**src/rtl/pace_pkg.sv**
```systemverilog
package pace_pkg;

  // Feedback tap mask (bit i set means stage i feeds back) for maximal sequences.
  function automatic logic [15:0] tap_mask(input int w);
    case (w)
      4:       return 16'h000C;
      5:       return 16'h0014;
      6:       return 16'h0030;
      7:       return 16'h0060;
      8:       return 16'h00B8;
      9:       return 16'h0110;
      10:      return 16'h0240;
      11:      return 16'h0500;
      12:      return 16'h0E08;
      16:      return 16'hD008;
      default: return 16'h00B8;
    endcase
  endfunction

  localparam logic [15:0] SEED_SUBST = 16'h005A;

  // A zero seed is swapped for a fixed non-zero start word.
  function automatic logic [15:0] fix_seed(input logic [15:0] s, input int w);
    logic [15:0] m;
    m = (w >= 16) ? 16'hFFFF : 16'((32'd1 << w) - 1);
    if ((s & m) == 16'h0) return SEED_SUBST & m;
    return s & m;
  endfunction

endpackage

```
**src/rtl/pace_lfsr.sv**
```systemverilog
module pace_lfsr #(
  parameter int             W        = 8,
  parameter logic [W-1:0]   START    = 8'h01,
  parameter logic [W-1:0]   TAPS     = 8'hB8
) (
  input  logic         clk,
  input  logic         rst,
  input  logic         reload,
  output logic [W-1:0] word
);

  logic [W-1:0] st;
  logic         fb;
  logic         low_zero;

  // The extra term inserts the all-zero word, giving period 2**W.
  assign low_zero = (st[W-2:0] == '0);
  assign fb       = (^(st & TAPS)) ^ low_zero;

  always_ff @(posedge clk) begin
    if (rst || reload) st <= START;
    else               st <= {st[W-2:0], fb};
  end

  assign word = st;

  AST_RELOAD_SEED: assert property (@(posedge clk) disable iff (rst)
    reload |=> (st == START));
  AST_SEQ_MOVES: assert property (@(posedge clk) disable iff (rst)
    !reload |=> (st != $past(st)));

endmodule

```
**src/rtl/pace_cmp.sv**
```systemverilog
module pace_cmp #(
  parameter int LW = 8,
  parameter int TW = LW + 1
) (
  input  logic          clk,
  input  logic          rst,
  input  logic          hold,
  input  logic          enable,
  input  logic [LW-1:0] level,
  input  logic [TW-1:0] thr,
  output logic          permit
);

  localparam logic [TW-1:0] FULL = TW'(1) << LW;

  logic [TW-1:0] level_x;
  logic          hit;
  logic          permit_q;

  assign level_x = TW'(level);
  assign hit     = (level_x < thr);

  always_ff @(posedge clk) begin
    if (rst || hold) permit_q <= 1'b0;
    else             permit_q <= enable && hit;
  end

  assign permit = permit_q;

  AST_ZERO_BLOCKS: assert property (@(posedge clk) disable iff (rst)
    (thr == '0) |=> !permit_q);
  AST_FULL_RATE: assert property (@(posedge clk) disable iff (rst)
    (enable && !hold && thr >= FULL) |=> permit_q);
  AST_IDLE_LOW: assert property (@(posedge clk) disable iff (rst)
    (!enable || hold) |=> !permit_q);

endmodule

```
**src/rtl/pace_permit.sv**
```systemverilog
module pace_permit #(
  parameter int              LFSR_W = 8,
  parameter logic [LFSR_W-1:0] SEED = 8'h3C
) (
  input  logic              clk,
  input  logic              rst,
  input  logic              enable,
  input  logic              soft_rst,
  input  logic [LFSR_W:0]   throttle,
  output logic              permit
);
  import pace_pkg::*;

  localparam int               THR_W    = LFSR_W + 1;
  localparam logic [LFSR_W-1:0] SEED_EFF = LFSR_W'(fix_seed(16'(SEED), LFSR_W));
  localparam logic [LFSR_W-1:0] TAPS     = LFSR_W'(tap_mask(LFSR_W));

  logic [LFSR_W-1:0] seq_word;

  pace_lfsr #(
    .W     (LFSR_W),
    .START (SEED_EFF),
    .TAPS  (TAPS)
  ) u_seq (
    .clk    (clk),
    .rst    (rst),
    .reload (soft_rst),
    .word   (seq_word)
  );

  pace_cmp #(
    .LW (LFSR_W),
    .TW (THR_W)
  ) u_cmp (
    .clk    (clk),
    .rst    (rst),
    .hold   (soft_rst),
    .enable (enable),
    .level  (seq_word),
    .thr    (throttle),
    .permit (permit)
  );

  AST_RESET_QUIET: assert property (@(posedge clk)
    rst |=> !permit);

endmodule

```
**config.mk**
```make
export PLATFORM = sky130hd
export DESIGN_NAME = pace_permit
export DESIGN_NICKNAME = d
export VERILOG_FILES = /design/src/rtl/pace_pkg.sv /design/src/rtl/pace_lfsr.sv /design/src/rtl/pace_cmp.sv /design/src/rtl/pace_permit.sv
export SDC_FILE = /design/constraint.sdc
export NUM_CORES = 1
export LEC_CHECK = 0
export BUFFER_PORTS_ARGS = -buffer_cell sky130_fd_sc_hd__buf_4
export CORE_MARGIN = 3
export CORE_UTILIZATION = 30
export DETAILED_ROUTE_END_ITERATION = 12
export PLACE_DENSITY_LB_ADDON = 0.3
export SLEW_MARGIN = 10
export SYNTH_ARGS = -nofsm -noshare
export SYNTH_HDL_FRONTEND = slang
export SYNTH_SLANG_ARGS = --single-unit
```
**constraint.sdc**
```tcl
create_clock -name clk -period 1.9 [get_ports clk]
set_clock_uncertainty 0.2 [all_clocks]
set_input_delay 0.57 -clock clk [delete_from_list [all_inputs] [get_ports clk]]
set_output_delay 0.57 -clock clk [all_outputs]
set_load 0.01 [all_outputs]
```
==> metrics.txt, run 1 <==
status=finished clean; Synth Area in Compound Gates=9.920%; 1st-iter DRT viols=3; power density over the cells=653.2 nW/um^2; commonest non-fill, non-tap cell in the layout=buf_4; minimum clock period=1.499 ns; critical path endpoint category=flip-flop; core area=1383 sq um; post-synthesis xor/xnor area fraction=3.753%; postcts setup bufs=0; die span in y=45.44 um; Post-Synth Adder-Cell Area=21.45%; worst-margin pin slew=0.2094 ns; vias per cell=4.482; WP data required=1.85 ns; Mapped Cells=52; Maximum Capacitance Violations=0; port bufs=13; Synth Area in Simple Gates=19.03%; cells along the critical path=buf_4 -> inv_1 -> ha_1 -> nor2b_1 -> nand3_1 -> o31a_1; vias in the first global route=335; iteration count of the initial detailed-routing pass=2; post_cts resized=0; RSZ-0062 raised after global routing=no; largest family of logic cells by synthesized area=adder cells; sequential share of the synthesized area=38.61%; clk sinks=9; Critical Path AT=1.45 ns; Routed Antenna Nets=0; DR WL/cell=9.553 um; ant diodes=0; Crit Path Max Fanout=2; fmax=0.6671 GHz; final hold vios=0; GRT Overall Usage=9.895%; CP max-delay cell=ha_1; synth warn=0; Worst VDD drop=0.3272 mV; CTS tree=done; layout cells sized above 1=25.71%; Final GP Congestion=0.7480; clk_lat worst skew=0.26 ns; H-Tree Depth=1; Initial Utilization=33.76%; DRC=0; Mapped Area=466.7 sq um; normalized max-slew margin=85.91%; Hold-fix buffers, CTS=0; first-pass GRT wire length=1352 um; post-route clock period utilization=78.89%; distinct cell type count after synthesis=18; Avg Cell Area, Syn=8.975 sq um; max-slew violations=0; vias=381; mux contribution to synthesized area=0%; area leader, netlist=dfxtp_1; Root Driver=clkbuf_4; largest net degree at the start of global routing=7; die area=2065 sq um; initial antenna violation count=0; most frequent cells in the layout=buf_4, inv_1, dfxtp_1; Clock Pin Slew Worst Setup and Hold Paths=0.06 ns; FILL cells=139; DP Wirelength=686.8 um; endpoints failing setup=0; Worst R2R Setup Slack=0.49 ns; die width=45.44 um; startpoint types=input port; post-synth top area share=38.61%; Leakage=0.3288 nW; Tightest Hold Check Type=reg2reg; gr ovfl total=0; hold slack=0.2758 ns; Area Growth Syn to Fin=32.17%; Area contributors post-synth=dfxtp_1, ha_1, inv_1, a21oi_1, or3_1; Cell Rows=13; critical path's largest stage delay=0.25 ns; total power=0.4029 mW; Layout Nets=92; TNS Setup=0 ns; number of I/O pins=14; Routed WL=812 um; critical path class=in2reg; syn_nets=73; Bufs on Longest Clock Path=2; CTS buffer count=3; #FFs+latches synth=9
## worst max-delay path, delay by kind of cell
kind	cells	cell delay [ns]
AND/OR/NAND/NOR	2	0.29
adder cells (fa/ha/maj)	1	0.25
AO/OA/AOI/OAI	1	0.23
buffers and inverters	2	0.10
## state kept, by name, summed over array words and instances, names as in the netlist
name,flops
u_cmp.permit,1
u_seq.word,8
## cells by family (layout without fill, tap and decap cells)
logic type / Yosys count / in the layout
buffers and inverters: 9 / 27
AOI/OAI and AO/OA: 8 / 8
and+or+nand+nor: 16 / 16
xor gates and xnor gates: 2 / 2
adders and majority gates: 8 / 8
DFF: 9 / 9
## worst paths after layout
kind                                    to                     start  depth (start not counted)
hold reg to reg   u_seq.word[5]$_SDFF_PP1_  u_seq.word[4]$_SDFF_PP1_                          2
setup / recovery   u_cmp.permit$_SDFF_PP0_               throttle[7]                          6
hold / removal    u_seq.word[5]$_SDFF_PP1_  u_seq.word[4]$_SDFF_PP1_                          2
setup reg to reg   u_cmp.permit$_SDFF_PP0_  u_seq.word[7]$_SDFF_PP0_                          4
## routing by layer
layer	routed length, um	part of all wire (%)	track usage (%)	up-vias
li1	-	-	-	208
met5	0	0	0	-
met2	343	42	13.37	10
met1	382	47	11.33	159
met3	68	8.4	7.115	4
met4	19	2.3	5.263	0
## power by group
group | internal [mW] | total [mW] | switching, mW
clock network | 0.0808 | 0.145 | 0.0640
registers | 0.196 | 0.200 | 0.00411
logic | 0.0353 | 0.0586 | 0.0233
## stage by stage
stage               setup WS, ns  cell area [sq um]  utilization (%)  std cells
global route              0.3382              616.8            44.62         85
finish                    0.4011              616.8            44.62         85
detailed placement        0.1075              590.6            42.71         81
CTS                       0.3934              616.8            44.62         85
floorplan                 0.2926              466.7                -         52
global placement          0.1300              590.6            42.71         81
## final cells by class
cell class	count	area, sq um	share of cell area, %
Timing Repair Buffer	14	105.1	17.04
Tap cell	15	18.77	3.043
Inverter	9	33.78	5.477
Multi-Input combinational cell	34	252.7	40.97
Sequential cell	9	180.2	29.21
Clock buffer	4	26.28	4.260
## synthesized netlist by cell type, drive strengths merged
library cell,number
nand2,2
and2,2
a21o,1
inv,9
nor2b,1
dfxtp,9
nand3,2
nor3,2
ha,8
nor4,1
xnor2,2
o21ai,1
a21oi,5
nand2b,2
or3,3
nor2,1
o31a,1
Note: power is estimated with default switching activity, not from simulation.
==> inputs of run 2 (changes only) <==
clock period = 1.2 ns   (was 1.9 ns; I/O delays follow)
==> run 2 against run 1 <==
Net effect:
- highest routed layer unchanged
- clock power rose by 59%
- flip-flop and latch count unchanged
- power increased by 70%
- worst hold slack lost 0.092 ns
- the run now ends with setup timing left
==> metrics.txt, run 2 (synthesis results as in run 1) <==
status=finished with violations; failing checks=setup timing; final hold vios=0 (unchanged); Gate power share=19.7% (+5.2 points); Cell Rows=13 (unchanged); startpoint types=flip-flop; FILL cells=119 (-14%); beginning of the critical path=u_seq.word[1]$_SDFF_PP0_; die span in y=45.44 um (unchanged); hold depth=3 (+1); H-Tree Depth=1 (unchanged); GRT Overall Usage=12.25% (+2.4 points); Layout Nets=98 (+6.5%); Leakage=0.3594 nW (+9.3%); WP data required=1.15 ns (-0.70 ns); postcts setup bufs=0 (unchanged); vias in the first global route=444 (+33%); total power=0.6858 mW (+70%); normalized max-slew margin=87.80% (+1.9 points); design area=772.0 sq um (+25%); pre-CTS WS=-0.3366 ns (-0.4441 ns); cell internal pwr=0.5211 mW (+67%); DR WL/cell=10.81 um (+13%); port bufs=13 (unchanged); max-slew violations=0 (unchanged); first-pass GRT wire length=1807 um (+34%); Worst R2R Setup Slack=-0.14 ns (-0.63 ns); Final GP Congestion=0.6944 (-7.2%); Final WS setup=-0.1439 ns (-0.5449 ns); 1st-iter DRT viols=5 (+2); layout cells sized above 1=56.58% (+31 points); power density over the cells=888.3 nW/um^2 (+36%); Bufs on Longest Clock Path=2 (unchanged); Non-Filler Instances=91 (+7.1%); vias per cell=4.703 (+4.9%); critical path endpoint category=flip-flop; Placed Area=653.1 sq um (+11%); Routed Antenna Nets=0 (unchanged); Critical Path AT=1.29 ns (-0.16 ns); Crit Path Max Fanout=3 (+1); TNS Setup=-0.2448 ns (-0.2448 ns); Tightest Hold Check Type=in2reg; Area Growth Syn to Fin=65.42%; die area=2065 sq um (unchanged); reg2reg end=u_cmp.permit$_SDFF_PP0_; DP Wirelength=764.9 um (+11%); Worst VDD drop=0.9372 mV (+190%); RSZ-0062 raised after global routing=yes; number of I/O pins=14 (unchanged); post-route clock period utilization=112.0%; Hold-fix buffers, CTS=0 (unchanged); most frequent cells in the layout=buf_4, inv_1, ha_4, dfxtp_2, dfxtp_1; iteration count of the initial detailed-routing pass=3 (+1); gr ovfl total=0 (unchanged); Initial Utilization=33.76% (unchanged); initial antenna violation count=0 (unchanged); minimum clock period=1.344 ns; largest net degree at the start of global routing=6 (-1); Clock Pin Slew Worst Setup and Hold Paths=0.06 ns (about the same); commonest non-fill, non-tap cell in the layout=buf_4; die width=45.44 um (unchanged); Core Util, Final=55.84% (+11 points); Switching Fraction=24.01% (+1.3 points); worst-margin pin slew=0.1815 ns (-0.02786 ns); clk_lat worst skew=0.25 ns (about the same); Switch Pwr=0.1646 mW (+80%); hold slack=0.1839 ns (-0.09191 ns); Routed WL=984 um (+21%); endpoints failing setup=3 (+3); fmax=0.7441 GHz; critical path class=reg2reg; Cells after DPL=87 (+7.4%); DRC=0 (unchanged); RR Startpoint=u_seq.word[1]$_SDFF_PP0_; CTS tree=done; clk sinks=9 (unchanged); core area=1383 sq um (unchanged); vias=428 (+12%); CTS buffer count=3 (unchanged); WHS Endpoint=u_seq.word[6]$_SDFF_PP0_; clock share of power=33.7% (-2.2 points); Root Driver=clkbuf_4; max FFs per register=8 (unchanged); part of the power in registers=46.6% (-2.9 points); Maximum Capacitance Violations=0 (unchanged); hold path startpoint=rst; ant diodes=0 (unchanged); Register-to-Register Path Depth=4 (unchanged)
run 2: changes by cell type in the layout (fill, tap and decap cells not counted), sizes merged:
cell  before  now
buf       14   20
run 2: how the worst max path moves through the flow:
stage	end	slack, ns	depth (start not counted)
finish	u_cmp.permit$_SDFF_PP0_	-0.14	4
detailed placement	u_cmp.permit$_SDFF_PP0_	-0.34	7
CTS	u_cmp.permit$_SDFF_PP0_	-0.15	4
floorplan	u_cmp.permit$_SDFF_PP0_	-0.18	5
global placement	u_cmp.permit$_SDFF_PP0_	-0.32	6
global route	u_cmp.permit$_SDFF_PP0_	-0.18	4
run 2: timing repair:
item | CTS | global route
pin swaps | 8 | 1
resized for setup | 14 | 2
hold endpoints to repair | 0 | 0
endpoints found under the setup margin | 3 | 3
run 2: metal layers:
metal  track usage [%]  up-vias  part of all wire [%]
li1                  -      225                     -
met1             15.18      193                    44
met2             20.33        8                    51
met3             3.557        2                   4.0
met4             3.509        0                   1.0
met5                 0        -                     0
run 2: area by class of cell:
cell class	instances	area, sq um	area share [%]
Sequential cell	9	186.4	24.15
Tap cell	15	18.77	2.431
Timing Repair Buffer	20	153.9	19.94
Inverter	9	33.78	4.376
Clock buffer	4	26.28	3.404
Multi-Input combinational cell	34	352.8	45.70
run 2: critical path, stage by stage, from the launching register on:
cell and delay [ns]:
dfxtp_2 0.34, ha_4 0.25, a21o_1 0.11, a21oi_2 0.05
o31a_1 0.28
run 2: power groups by stage:
stage / clock (mW) / combinational, mW / sequential, mW
finish: 0.231 / 0.135 / 0.320
global route: 0.257 / 0.154 / 0.321
CTS: 0.239 / 0.131 / 0.319
detailed placement: 0 / 0.107 / 0.322
global placement: 0 / 0.105 / 0.323
floorplan: 0 / 0.0476 / 0.322
==> inputs of run 3 (changes only) <==
CORE_AREA = 3 3 40 42   (was default)
CORE_MARGIN = default   (was 3)
CORE_UTILIZATION = default   (was 30)
DIE_AREA = 0 0 43 45   (was default)
SETUP_SLACK_MARGIN = 0.4   (was default)
==> run 3 against run 2 <==
Net effect:
- the run still ends with setup timing left
- clock power fell by 5%
- cell count rose by 2.2%
- die area fell by 6.3%
- critical endpoint unchanged
- sequential share of layout area fell by 1.3 points
==> metrics.txt, run 3 (synthesis results as in run 1) <==
RR Startpoint=u_seq.word[1]$_SDFF_PP0_; number of I/O pins=14 (unchanged); CP max-delay cell=dfxtp_2; port bufs=13 (unchanged); vias=420 (-1.9%); fmax=0.7467 GHz (+0.35%); max FFs per register=8 (unchanged); core area=1285 sq um (-7.1%); Initial Utilization=36.32% (+2.6 points); Gate power share=21.3% (+1.6 points); critical path class=reg2reg; iteration count of the initial detailed-routing pass=2 (-1); cells along the critical path=ha_4 -> a21o_1 -> a21oi_2 -> o31a_1; beginning of the critical path=u_seq.word[1]$_SDFF_PP0_; first-pass GRT wire length=1662 um (-8.0%); CTS buffer count=3 (unchanged); total power=0.6843 mW (-0.21%); Switch Pwr=0.1556 mW (-5.5%); Final WS setup=-0.1392 ns (+0.004645 ns); largest net degree at the start of global routing=7 (+1); Critical Path AT=1.28 ns (about the same); max-slew violations=0 (unchanged); worst-margin pin slew=0.1814 ns (-0.0001268 ns); failing checks=setup timing; layout cells sized above 1=62.82% (+6.2 points); family with the most delay on the worst path=compound AO/OA/AOI/OAI gates; Routed Antenna Nets=0 (unchanged); post-route clock period utilization=111.6% (-0.39 points); Leakage=0.3833 nW (+6.7%); Final GP Congestion=0.7464 (+7.5%); status=finished with violations; die span in y=45 um (-0.97%); Buf/Inv on CP=0 (unchanged); Worst VDD drop=0.6477 mV (-31%); commonest non-fill, non-tap cell in the layout=buf_4; endpoints failing setup=3 (unchanged); normalized max-slew margin=87.81% (about the same); Worst R2R Setup Slack=-0.14 ns (about the same); minimum clock period=1.339 ns (-0.004645 ns); WHS Endpoint=u_seq.word[6]$_SDFF_PP0_; DR WL/cell=10.35 um (-4.2%); critical path's largest stage delay=0.34 ns (about the same); gr ovfl total=0 (unchanged); Layout Nets=100 (+2.0%); part of the power in registers=46.7% (about the same); power density over the cells=815.1 nW/um^2 (-8.2%); Area Growth Syn to Fin=79.89%; cell internal pwr=0.5287 mW (+1.5%); Routed WL=963 um (-2.1%); vias in the first global route=425 (-4.3%); CTS tree=done; vias per cell=4.516 (-4.0%); DRC=0 (unchanged); RSZ-0062 raised after global routing=yes; Hold-fix buffers, CTS=0 (unchanged); hold path startpoint=rst; Register-to-Register Path Depth=4 (unchanged); critical path endpoint category=flip-flop; Tightest Hold Check Type=in2reg; die area=1935 sq um (-6.3%); clock share of power=32.0% (-1.7 points); Cell Rows=13 (unchanged); most frequent cells in the layout=buf_4, buf_6, inv_1; Cells after DPL=88 (+1.1%); Switching Fraction=22.74% (-1.3 points); GRT Overall Usage=11.88% (-0.36 points); clk_lat worst skew=0.25 ns (about the same); Root Driver=clkbuf_4; ant diodes=0 (unchanged); Crit Path Max Fanout=3 (unchanged); initial antenna violation count=0 (unchanged); 1st-iter DRT viols=2 (-3); Bufs on Longest Clock Path=2 (unchanged); die width=43 um (-5.4%); DP Wirelength=767.3 um (+0.31%); reg2reg end=u_cmp.permit$_SDFF_PP0_; H-Tree Depth=1 (unchanged); clk sinks=9 (unchanged); startpoint types=flip-flop; Maximum Capacitance Violations=0 (unchanged); final hold vios=0 (unchanged); WP data required=1.14 ns (about the same); hold depth=2 (-1); Clock Pin Slew Worst Setup and Hold Paths=0.06 ns (about the same); FILL cells=96 (-19%); Non-Filler Instances=93 (+2.2%)
## run 3: cell count changes in the layout (fill, tap and decap cells not counted), sizes merged
cell	delta
buf	+2
## run 3: area by class of cell
| type | instances | area (sq um) | area share, % |
|---|---|---|---|
| tap | 15 | 18.77 | 2.235 |
| clock buffer | 4 | 26.28 | 3.130 |
| inverter | 9 | 36.28 | 4.322 |
| sequential | 9 | 191.4 | 22.80 |
| multi-input combinational | 34 | 364.1 | 43.37 |
| timing repair buffer | 22 | 202.7 | 24.14 |
## run 3: metal layers
layer / wire [um] / track usage, %
met2: 511 / 19.76
met1: 403 / 13.45
met4: 0 / 3.614
met3: 48 / 5.976
met5: 0 / 0
## run 3: worst max-delay path by stage
stage | to | slack [ns] | depth (start not counted)
after detailed placement | u_cmp.permit$_SDFF_PP0_ | -0.32 | 7
after floorplan | u_cmp.permit$_SDFF_PP0_ | -0.18 | 5
final | u_cmp.permit$_SDFF_PP0_ | -0.14 | 4
after CTS | u_cmp.permit$_SDFF_PP0_ | -0.15 | 5
after global placement | u_cmp.permit$_SDFF_PP0_ | -0.31 | 6
after global routing | u_cmp.permit$_SDFF_PP0_ | -0.20 | 4
## run 3: timing repair
item                                    CTS  global route
setup buffers                             1             0
endpoints found under the setup margin   10            10
pin swaps                                 9             2
resized for setup                        21             9
hold endpoints to repair                  0             0
## run 3: stage by stage
stage | hold slack [ns] | utilization (%) | worst slack, ns | TNS [ns] | area [sq um]
after floorplan | 0.2301 | - | -0.1765 | -0.2112 | 493.0
after global placement | 0.2651 | 52.09 | -0.3132 | -0.4308 | 669.4
after detailed placement | 0.2717 | 52.09 | -0.3151 | -0.4381 | 669.4
after CTS | 0.06561 | 61.64 | -0.1487 | -0.3363 | 792.0
after global routing | 0.06131 | 65.34 | -0.2010 | -0.4337 | 839.6
final | 0.08049 | 65.34 | -0.1392 | -0.3037 | 839.6
## run 3: power by group through the flow
stage / registers (mW) / clock network (mW) / logic, mW
2_1_floorplan: 0.322 / 0 / 0.0494
3_3_place_gp: 0.323 / 0 / 0.109
3_5_place_dp: 0.323 / 0 / 0.111
4_1_cts: 0.319 / 0.234 / 0.132
5_1_grt: 0.321 / 0.252 / 0.165
6_report: 0.320 / 0.219 / 0.146
